**src/rtl/eacc_pkg.sv**
```systemverilog
package eacc_pkg;
  // Direction of the most recent energy quantum.
  typedef enum logic [1:0] {
    DIR_NONE = 2'd0,
    DIR_POS  = 2'd1,
    DIR_NEG  = 2'd2
  } qdir_t;
endpackage

```
**src/rtl/eacc_residue.sv**
```systemverilog
module eacc_residue #(
  parameter int PW    = 32,
  parameter int THR_W = 48,
  parameter int RW    = 50
) (
  input  logic                 clk,
  input  logic                 rst,
  input  logic                 smp_stb,
  input  logic signed [PW-1:0] pwr_word,
  input  logic [THR_W-1:0]     thresh,
  output logic                 q_pos,
  output logic                 q_neg
);
  logic signed [RW-1:0] res_q;
  logic signed [RW-1:0] sum_c;
  logic signed [RW-1:0] thr_c;
  logic signed [RW-1:0] nxt_c;
  logic                 thr_nz;
  logic                 up_c;
  logic                 dn_c;

  always_comb begin
    thr_nz = |thresh;
    thr_c  = $signed({{(RW-THR_W){1'b0}}, thresh});
    sum_c  = res_q + $signed({{(RW-PW){pwr_word[PW-1]}}, pwr_word});
    up_c   = thr_nz && (sum_c >= thr_c);
    dn_c   = thr_nz && !up_c && (sum_c <= -thr_c);
    if (up_c)      nxt_c = sum_c - thr_c;
    else if (dn_c) nxt_c = sum_c + thr_c;
    else           nxt_c = sum_c;
  end

  always_ff @(posedge clk) begin
    if (rst) begin
      res_q <= '0;
      q_pos <= 1'b0;
      q_neg <= 1'b0;
    end else begin
      q_pos <= smp_stb && up_c;
      q_neg <= smp_stb && dn_c;
      if (smp_stb) res_q <= nxt_c;
    end
  end

  // an unstrobed cycle leaves the residue alone and emits nothing
  p_idle_hold_r5: assert property (@(posedge clk) disable iff (rst)
    !smp_stb |=> (!q_pos && !q_neg && $stable(res_q)));

  // a zero threshold never produces a quantum
  p_zero_thr_r11: assert property (@(posedge clk) disable iff (rst)
    (smp_stb && thresh == '0) |=> (!q_pos && !q_neg));
endmodule

```
**src/rtl/eacc_energy.sv**
```systemverilog
module eacc_energy #(
  parameter int EW = 32
) (
  input  logic                 clk,
  input  logic                 rst,
  input  logic                 q_pos,
  input  logic                 q_neg,
  input  logic                 rd_req,
  input  logic                 rd_clr_en,
  output logic signed [EW-1:0] energy,
  output logic signed [EW-1:0] rd_data,
  output logic                 rd_valid,
  output logic                 ovf_pulse
);
  localparam logic signed [EW-1:0] MAXV = {1'b0, {(EW-1){1'b1}}};
  localparam logic signed [EW-1:0] MINV = {1'b1, {(EW-1){1'b0}}};

  logic signed [EW-1:0] base_c;
  logic signed [EW-1:0] delta_c;

  always_comb begin
    base_c = (rd_req && rd_clr_en) ? '0 : energy;
    if (q_pos)      delta_c = {{(EW-1){1'b0}}, 1'b1};
    else if (q_neg) delta_c = {EW{1'b1}};
    else            delta_c = '0;
  end

  always_ff @(posedge clk) begin
    if (rst) begin
      energy    <= '0;
      rd_data   <= '0;
      rd_valid  <= 1'b0;
      ovf_pulse <= 1'b0;
    end else begin
      energy    <= base_c + delta_c;
      rd_valid  <= rd_req;
      if (rd_req) rd_data <= energy;
      ovf_pulse <= (q_pos && base_c == MAXV) || (q_neg && base_c == MINV);
    end
  end

  // an overflow pulse only accompanies a wrap between the extremes
  p_wrap_r6: assert property (@(posedge clk) disable iff (rst)
    ovf_pulse |-> (($past(energy) == MAXV && energy == MINV) ||
                   ($past(energy) == MINV && energy == MAXV)));

  // a read presents the pre-read value one cycle later
  p_snap_r7: assert property (@(posedge clk) disable iff (rst)
    rd_req |=> (rd_valid && rd_data == $past(energy)));

  // a clearing read keeps the quantum that lands with it
  p_keep_r8: assert property (@(posedge clk) disable iff (rst)
    (rd_req && rd_clr_en && q_pos) |=> (energy == {{(EW-1){1'b0}}, 1'b1}));
endmodule

```
**src/rtl/eacc_rev.sv**
```systemverilog
module eacc_rev
  import eacc_pkg::*;
(
  input  logic clk,
  input  logic rst,
  input  logic q_pos,
  input  logic q_neg,
  input  logic rev_clr,
  output logic rev_flag
);
  qdir_t last_q;
  logic  flip_c;

  always_comb begin
    flip_c = (q_pos && last_q == DIR_NEG) || (q_neg && last_q == DIR_POS);
  end

  always_ff @(posedge clk) begin
    if (rst) begin
      last_q   <= DIR_NONE;
      rev_flag <= 1'b0;
    end else begin
      if (q_pos)      last_q <= DIR_POS;
      else if (q_neg) last_q <= DIR_NEG;
      if (flip_c)       rev_flag <= 1'b1;
      else if (rev_clr) rev_flag <= 1'b0;
    end
  end

  // the flag is sticky without a clear
  p_sticky_r9: assert property (@(posedge clk) disable iff (rst)
    (rev_flag && !rev_clr) |=> rev_flag);

  // a clear with no competing quantum drops the flag
  p_clear_r10: assert property (@(posedge clk) disable iff (rst)
    (rev_clr && !q_pos && !q_neg) |=> !rev_flag);
endmodule

```
**src/rtl/thr_energy_acc.sv**
```systemverilog
module thr_energy_acc #(
  parameter int PW       = 32,
  parameter int THR_W    = 48,
  parameter int ENERGY_W = 32
) (
  input  logic                       clk,
  input  logic                       rst,
  input  logic                       smp_stb,
  input  logic signed [PW-1:0]       pwr_word,
  input  logic [THR_W-1:0]           thresh,
  input  logic                       rd_req,
  input  logic                       rd_clr_en,
  input  logic                       rev_clr,
  output logic signed [ENERGY_W-1:0] energy,
  output logic signed [ENERGY_W-1:0] rd_data,
  output logic                       rd_valid,
  output logic                       rev_flag,
  output logic                       ovf_pulse
);
  localparam int RW = ((THR_W > PW) ? THR_W : PW) + 2;

  logic q_pos;
  logic q_neg;

  eacc_residue #(.PW(PW), .THR_W(THR_W), .RW(RW)) u_res (
    .clk      (clk),
    .rst      (rst),
    .smp_stb  (smp_stb),
    .pwr_word (pwr_word),
    .thresh   (thresh),
    .q_pos    (q_pos),
    .q_neg    (q_neg)
  );

  eacc_energy #(.EW(ENERGY_W)) u_nrg (
    .clk       (clk),
    .rst       (rst),
    .q_pos     (q_pos),
    .q_neg     (q_neg),
    .rd_req    (rd_req),
    .rd_clr_en (rd_clr_en),
    .energy    (energy),
    .rd_data   (rd_data),
    .rd_valid  (rd_valid),
    .ovf_pulse (ovf_pulse)
  );

  eacc_rev u_rev (
    .clk      (clk),
    .rst      (rst),
    .q_pos    (q_pos),
    .q_neg    (q_neg),
    .rev_clr  (rev_clr),
    .rev_flag (rev_flag)
  );

  // one quantum per strobe, never both directions at once
  p_one_dir_r2: assert property (@(posedge clk) disable iff (rst)
    $onehot0({q_pos, q_neg}));
endmodule

```
**config.mk**
```make
export PLATFORM = sky130hd
export DESIGN_NAME = thr_energy_acc
export DESIGN_NICKNAME = d
export VERILOG_FILES = /design/src/rtl/eacc_pkg.sv /design/src/rtl/eacc_residue.sv /design/src/rtl/eacc_energy.sv /design/src/rtl/eacc_rev.sv /design/src/rtl/thr_energy_acc.sv
export SDC_FILE = /design/constraint.sdc
export NUM_CORES = 1
export LEC_CHECK = 0
export CAP_MARGIN = 20
export CORE_ASPECT_RATIO = 1.5
export CORE_MARGIN = 5
export CORE_UTILIZATION = 55
export DETAILED_ROUTE_END_ITERATION = 6
export MAX_ROUTING_LAYER = met4
export PLACE_DENSITY = 0.87
export RECOVER_POWER = 50
export REMOVE_ABC_BUFFERS = 1
export SETUP_SLACK_MARGIN = 0.05
export SKIP_CTS_REPAIR_TIMING = 1
export SLEW_MARGIN = 20
export SYNTH_ARGS = -nofsm -noshare
export SYNTH_HDL_FRONTEND = slang
export SYNTH_HIERARCHICAL = 1
export SYNTH_SLANG_ARGS = --single-unit
```
**constraint.sdc**
```tcl
create_clock -name clk -period 14.59 [get_ports clk]
set_clock_uncertainty 0.2 [all_clocks]
set_input_delay 1.459 -clock clk [delete_from_list [all_inputs] [get_ports clk]]
set_output_delay 1.459 -clock clk [all_outputs]
set_load 0.05 [all_outputs]
```
==> results of run 1 <==
[final timing paths]
kind                                      start  cells after the start               to
worst min-delay path            u_res/res_q[25]                      2  u_res/res_q[25]
worst max register to register   u_res/res_q[0]                     24  u_res/res_q[19]
worst max-delay path                pwr_word[0]                     25  u_res/res_q[19]
worst min register to register  u_res/res_q[25]                      2  u_res/res_q[25]
[metal layers]
| layer | GRT usage [%] | share of wire (%) | up-vias |
|---|---|---|---|
| met5 | - | 0 | - |
| met4 | 30.41 | 9.1 | 0 |
| met3 | 6.232 | 7.1 | 376 |
| met2 | 70.39 | 50 | 1200 |
| met1 | 39.17 | 33 | 9574 |
| li1 | - | - | 9251 |
[cells by family after synthesis]
family          synth area share (%)
xor+xnor                       7.245
simple gates                   24.62
buf+inv                        6.582
compound gates                 30.52
flops                          13.82
mux                            2.670
fa+ha+maj                      14.55
[worst max-delay path: cells and delay by family]
family | cells | cell delay (ps)
compound gates | 10 | 3360
simple gates | 9 | 2830
fa+ha+maj | 3 | 850
buf+inv | 2 | 540
xor+xnor | 1 | 540
[layout by cell type, fill, tap and decap left out, types with 33 or more instances in the layout]
cell type / synthesis / layout
a211oi_1: 33 / 33
a21o_1: 57 / 57
a21oi_1: 235 / 235
a31oi_1: 33 / 33
clkdlybuf4s50_1: 0 / 94
dfxtp_1: 121 / 121
dlygate4sd3_1: 0 / 55
ha_1: 199 / 199
inv_1: 122 / 122
mux2i_1: 40 / 40
nand2_1: 189 / 189
nand3_1: 67 / 67
nand4_1: 52 / 52
nor2_1: 256 / 255
nor3_1: 82 / 82
nor4_1: 47 / 46
o21ai_0: 134 / 134
o21bai_1: 36 / 36
xnor2_1: 122 / 122
[report_power, final]
group	total, mW	switching, mW	internal, mW
combinational	4.63	3.03	1.59
sequential	0.551	0.127	0.424
clock	0.442	0.199	0.243
[flip-flops by register name, summed over array words and instances (netlist names)]
| signal | count |
|---|---|
| u_nrg/ovf_pulse | 1 |
| u_nrg/rd_data | 32 |
| u_res/q_neg | 1 |
| u_res/q_pos | 1 |
| u_nrg/rd_valid | 1 |
| u_nrg/energy | 32 |
| u_res/res_q | 50 |
| u_rev/last_q | 2 |
| u_rev/rev_flag | 1 |
[area by class of cell]
| type | instances | share of cell area (%) |
|---|---|---|
| well taps | 410 | 2.616 |
| clock buffers | 18 | 2.239 |
| clock inverters | 14 | 0.7018 |
| flip-flops and latches | 121 | 12.35 |
| diodes | 3 | 0.03828 |
| inverters | 123 | 2.354 |
| multi-input cells | 2080 | 71.23 |
| repair buffers | 174 | 8.472 |
==> metrics.cfg, run 1 <==
[run_status]
status = finished, violations left
violations = capacitance limit, slew limit

[worst_setup_path]
end_kind = register
rrSetupSlack_ps = 6090
max_stage_delay_ps = 670
slowest_stage = nor4_1
crit_type = input port to register
crit_required_ps = 14600
arrival_ps = 9620
start_kind = input port
cp_max_fo = 50

[logic_synthesis]
synth_edf_count = 0
synthCells = 2479
ys_seq_area_share_pct = 13.82
yosys.area.top_type = ha_1
synthArstFlopShare_pct = 0
synth_top_cell_area_share_pct = 14.21
synth.most_common_cell = nor2_1
synth_area_sq_um = 17530
synth.distinct_cells = 97
synth_common_cells = nor2_1, a21oi_1, ha_1, nand2_1, o21ai_0
synthFlopType = dfxtp_1
synth_area_leaders = ha_1, dfxtp_1, a21oi_1, xnor2_1, nor2_1
synth_seq_cells = 121
ys_warn_count = 6
synth_area_per_cell_sq_um = 7.071

[power]
vdd_ir_drop_max_mv = 0.1663
leakage_nw = 8.150
power_density_nw_per_um2 = 286.5
total_power_mw = 5.620

[placed_design]
portBuffers = 152
place_congestion = 1.062
pre_cts_ws_ps = 4855
dpl_cell_area_sq_um = 19030
placed_cells = 2908
dp_hpwl_mm = 57.02

[die]
start_util_pct = 55.42
die_h_um = 228.6
num_io_pins = 153
rows = 80
core-area_sq_um = 31630
die_area_sq_um = 35610
dieWidth_um = 155.8

[final_layout]
fill_cells = 2966
nNetsFinal = 2805
seqCellArea_sq_um = 2422
fin_util_pct = 62.01
finalNonFillerCells = 2943
multiInputGateArea_sq_um = 13970
syn_to_final_growth_pct = 11.89
drive_above_1_share_pct = 3.676
fin_area_sq_um = 19610

[clock_tree]
insertion_delay_ps = 460
cts_max_level = 4
clk_pin_slew_ps = 70
clockBufferDepth = 2
clockRootBuffer = clkbuf_16
clock_sinks = 121
cts_tree = done
cts_buffers = 17

[grt]
grt_max_degree = 61
overflow = 0
antenna_found_initial = 3
grt_pass1_vias = 19720
grt_pass1_wl_mm = 109.7
grt.total_usage_pct = 40.15

[sta]
tns_ps = 0
fin_crit_sh_pct = 65.90
max_freq_mhz = 104.0
hold_slack_ps = 279.9
min_period_ps = 9614
finalHoldViolations = 0
slew_violations = 136
rsz0062_at_grt = no
slew_headroom_pct = -75.32
setup_slack_ps = 4976
setup_viol = 0
tightest_slew_ps = 2630

[routing]
wire_per_inst_um = 24.90
first_iter_violations = 1690
remaining_drc_errors = 0
viasPerCell = 6.932
final_antenna_net_count = 0
vias = 20400
routed_wl_mm = 73.28
firstDrtPassIters = 7

[worst_hold_path]
hold_class = register to register

[run]
maxCapViolations = 3

No activity file was read; power rests on OpenSTA's default activity.
==> inputs of run 2 (changes only) <==
--- a/config.mk
+++ b/config.mk
@@ -11,7 +11,7 @@
 export CORE_UTILIZATION = 55
 export DETAILED_ROUTE_END_ITERATION = 6
 export MAX_ROUTING_LAYER = met4
-export PLACE_DENSITY = 0.87
+export PLACE_DENSITY = 0.9
 export RECOVER_POWER = 50
 export REMOVE_ABC_BUFFERS = 1
 export SETUP_SLACK_MARGIN = 0.05
==> constraint.sdc (replaced) <==
create_clock -name clk -period 8.2 [get_ports clk]
set_clock_uncertainty 0.2 [all_clocks]
set_input_delay 0.82 -clock clk [delete_from_list [all_inputs] [get_ports clk]]
set_output_delay 0.82 -clock clk [all_outputs]
set_load 0.05 [all_outputs]
==> run 2 against run 1 <==
  * The run ends with DRC, capacitance limit, slew limit left
  * Wire length down 1.9%
  * Die area unchanged
  * First-iteration DRC count down 4.3%
  * Worst hold slack worse by 8.5 ps
  * Cell count up 1.0%
  * Worst setup slack worse by 4600 ps
  * Via count up 0.98%
  * Largest cell class unchanged
  * Power up 82%
  * Final area up 1.6%
  * Critical path depth down 1
==> metrics.cfg, run 2 (synthesis gave the netlist of run 1 again) <==
[final_layout]
fin_util_pct = 63.01
nNetsFinal = 2838
drive_above_1_share_pct = 4.994
seqCellArea_sq_um = 2422
multiInputGateArea_sq_um = 13960
top_register = u_res/res_q
layout_commonest_cell = nor2_1
fin_area_sq_um = 19930
fill_cells = 2939
diodes = 0
syn_to_final_growth_pct = 13.71
largest_reg_flops = 50
top_regs = u_res/res_q: 50 flops, u_nrg/energy: 32 flops, u_nrg/rd_data: 32 flops
mostFrequentLayoutCells = nor2_1, a21oi_1, ha_1

[power]
leakage_nw = 8.348
p_sw_mw = 5.962
total_power_mw = 10.22
vdd_ir_drop_max_mv = 0.2809
combPwrFrac_pct = 82.7
switching_share_pct = 58.36
power_density_nw_per_um2 = 512.6
p_int_mw = 4.254
power_frac_clock_pct = 7.6
power_frac_seq_pct = 9.6

[worst_hold_path]
hold_class = register to register

[worst_setup_path]
crit_type = input port to register
start_kind = input port
slowest_stage = a221oi_1
cp.buffers_inverters = 3
crit_required_ps = 8180
crit_family = compound AO/OA/AOI/OAI gates
arrival_ps = 7780
max_stage_delay_ps = 540
crit_path_cell_trace = clkdlybuf4s50_1, ha_1, a211oi_1, nand2_1, or3_1, nand4b_1, a41oi_1, a221oi_1, o21ai_0, buf_4, a311oi_1, xnor2_1, ha_1, and3_1, and3_1, nand3_1, nor4_1, and3_1, a211oi_1, o211a_2, o21a_4, buf_12, a221oi_1, a211oi_1
cp_max_fo = 31
end_kind = register

[clock_tree]
cts_buffers = 17
clockRootBuffer = clkbuf_16
cts_max_level = 4
clock_sinks = 121
clockBufferDepth = 2
clk_pin_slew_ps = 60
insertion_delay_ps = 450
cts_tree = done

[die]
die_h_um = 228.6
core-area_sq_um = 31630
die_area_sq_um = 35610
num_io_pins = 153
start_util_pct = 55.42
dieWidth_um = 155.8
rows = 80

[sta]
tns_ps = 0
min_period_ps = 7800
tightest_slew_ps = 3356
slew_violations = 58
fin_crit_sh_pct = 95.12
rsz0062_at_grt = no
finalHoldViolations = 0
max_freq_mhz = 128.2
setup_viol = 0
slew_headroom_pct = -123.7
hold_slack_ps = 271.4

[run]
maxCapViolations = 1

[routing]
remaining_drc_errors = 2
viasPerCell = 6.929
vias = 20600
firstDrtPassIters = 7
wire_per_inst_um = 24.17
routed_wl_mm = 71.86
first_iter_violations = 1617
final_antenna_net_count = 0

[placed_design]
dp_hpwl_mm = 56.12
place_congestion = 1.078
dpl_cell_area_sq_um = 19350
portBuffers = 152

[grt]
grt_pass1_vias = 20460
grt_max_degree = 62
antenna_found_initial = 0
grt_pass1_wl_mm = 109.7
overflow = 0
grt.total_usage_pct = 39.59

[run_status]
status = finished, violations left
violations = DRC, capacitance limit, slew limit

## run 2: final cells by class
class | instances | area share, %
inverters | 123 | 2.316
flip-flops and latches | 121 | 12.15
multi-input cells | 2080 | 70.06
clock buffers | 18 | 2.153
clock inverters | 14 | 0.7407
well taps | 410 | 2.574
repair buffers | 207 | 10.00
## run 2: metal layers
layer / wire, um / GRT usage [%]
met2: 35570 / 68.86
met5: 0 / -
met4: 7106 / 32.00
met1: 23820 / 38.25
met3: 5358 / 6.119
## run 2: metrics by stage
stage,setup slack (ps),instances
2_1_floorplan,1391,2324
3_3_place_gp,287.4,2941
3_5_place_dp,157.2,2941
4_1_cts,598.3,2973
5_1_grt,107.7,2973
6_report,400.2,2973
## run 2: path summary, 6_finish.rpt
check / from / end / slack, ps / depth (start not counted)
max: pwr_word[11] / u_res/res_q[24] / 400 / 24
min: u_res/res_q[11] / u_res/res_q[11] / 270 / 2
max reg2reg: u_res/res_q[22] / u_res/res_q[24] / 860 / 23
min reg2reg: u_res/res_q[11] / u_res/res_q[11] / 270 / 2
## run 2: power by group through the flow
stage	registers, mW	clock network [mW]	logic [mW]
2_1_floorplan	1.08	0	5.44
3_3_place_gp	0.978	0	8.09
3_5_place_dp	0.985	0	8.16
4_1_cts	0.973	0.783	8.22
5_1_grt	1.00	0.808	9.06
6_report	0.984	0.779	8.45
## run 2: worst reg2reg max path, stage by stage (launching register included)
cell and delay [ps]:
dfxtp_1 360, ha_1 490, nand3_1 140, or3_1 340
or3_1 350, o22a_2 330, a31o_2 300, and2_1 190
o221ai_1 630, and3_1 270, o21ai_0 110, and2_1 220
ha_1 490, and3_1 250, and3_1 260, nand3_1 160
nor4_1 370, and3_1 210, a211oi_1 60, o211a_2 200
o21a_4 280, buf_12 190, a221oi_1 540, a211oi_1 140
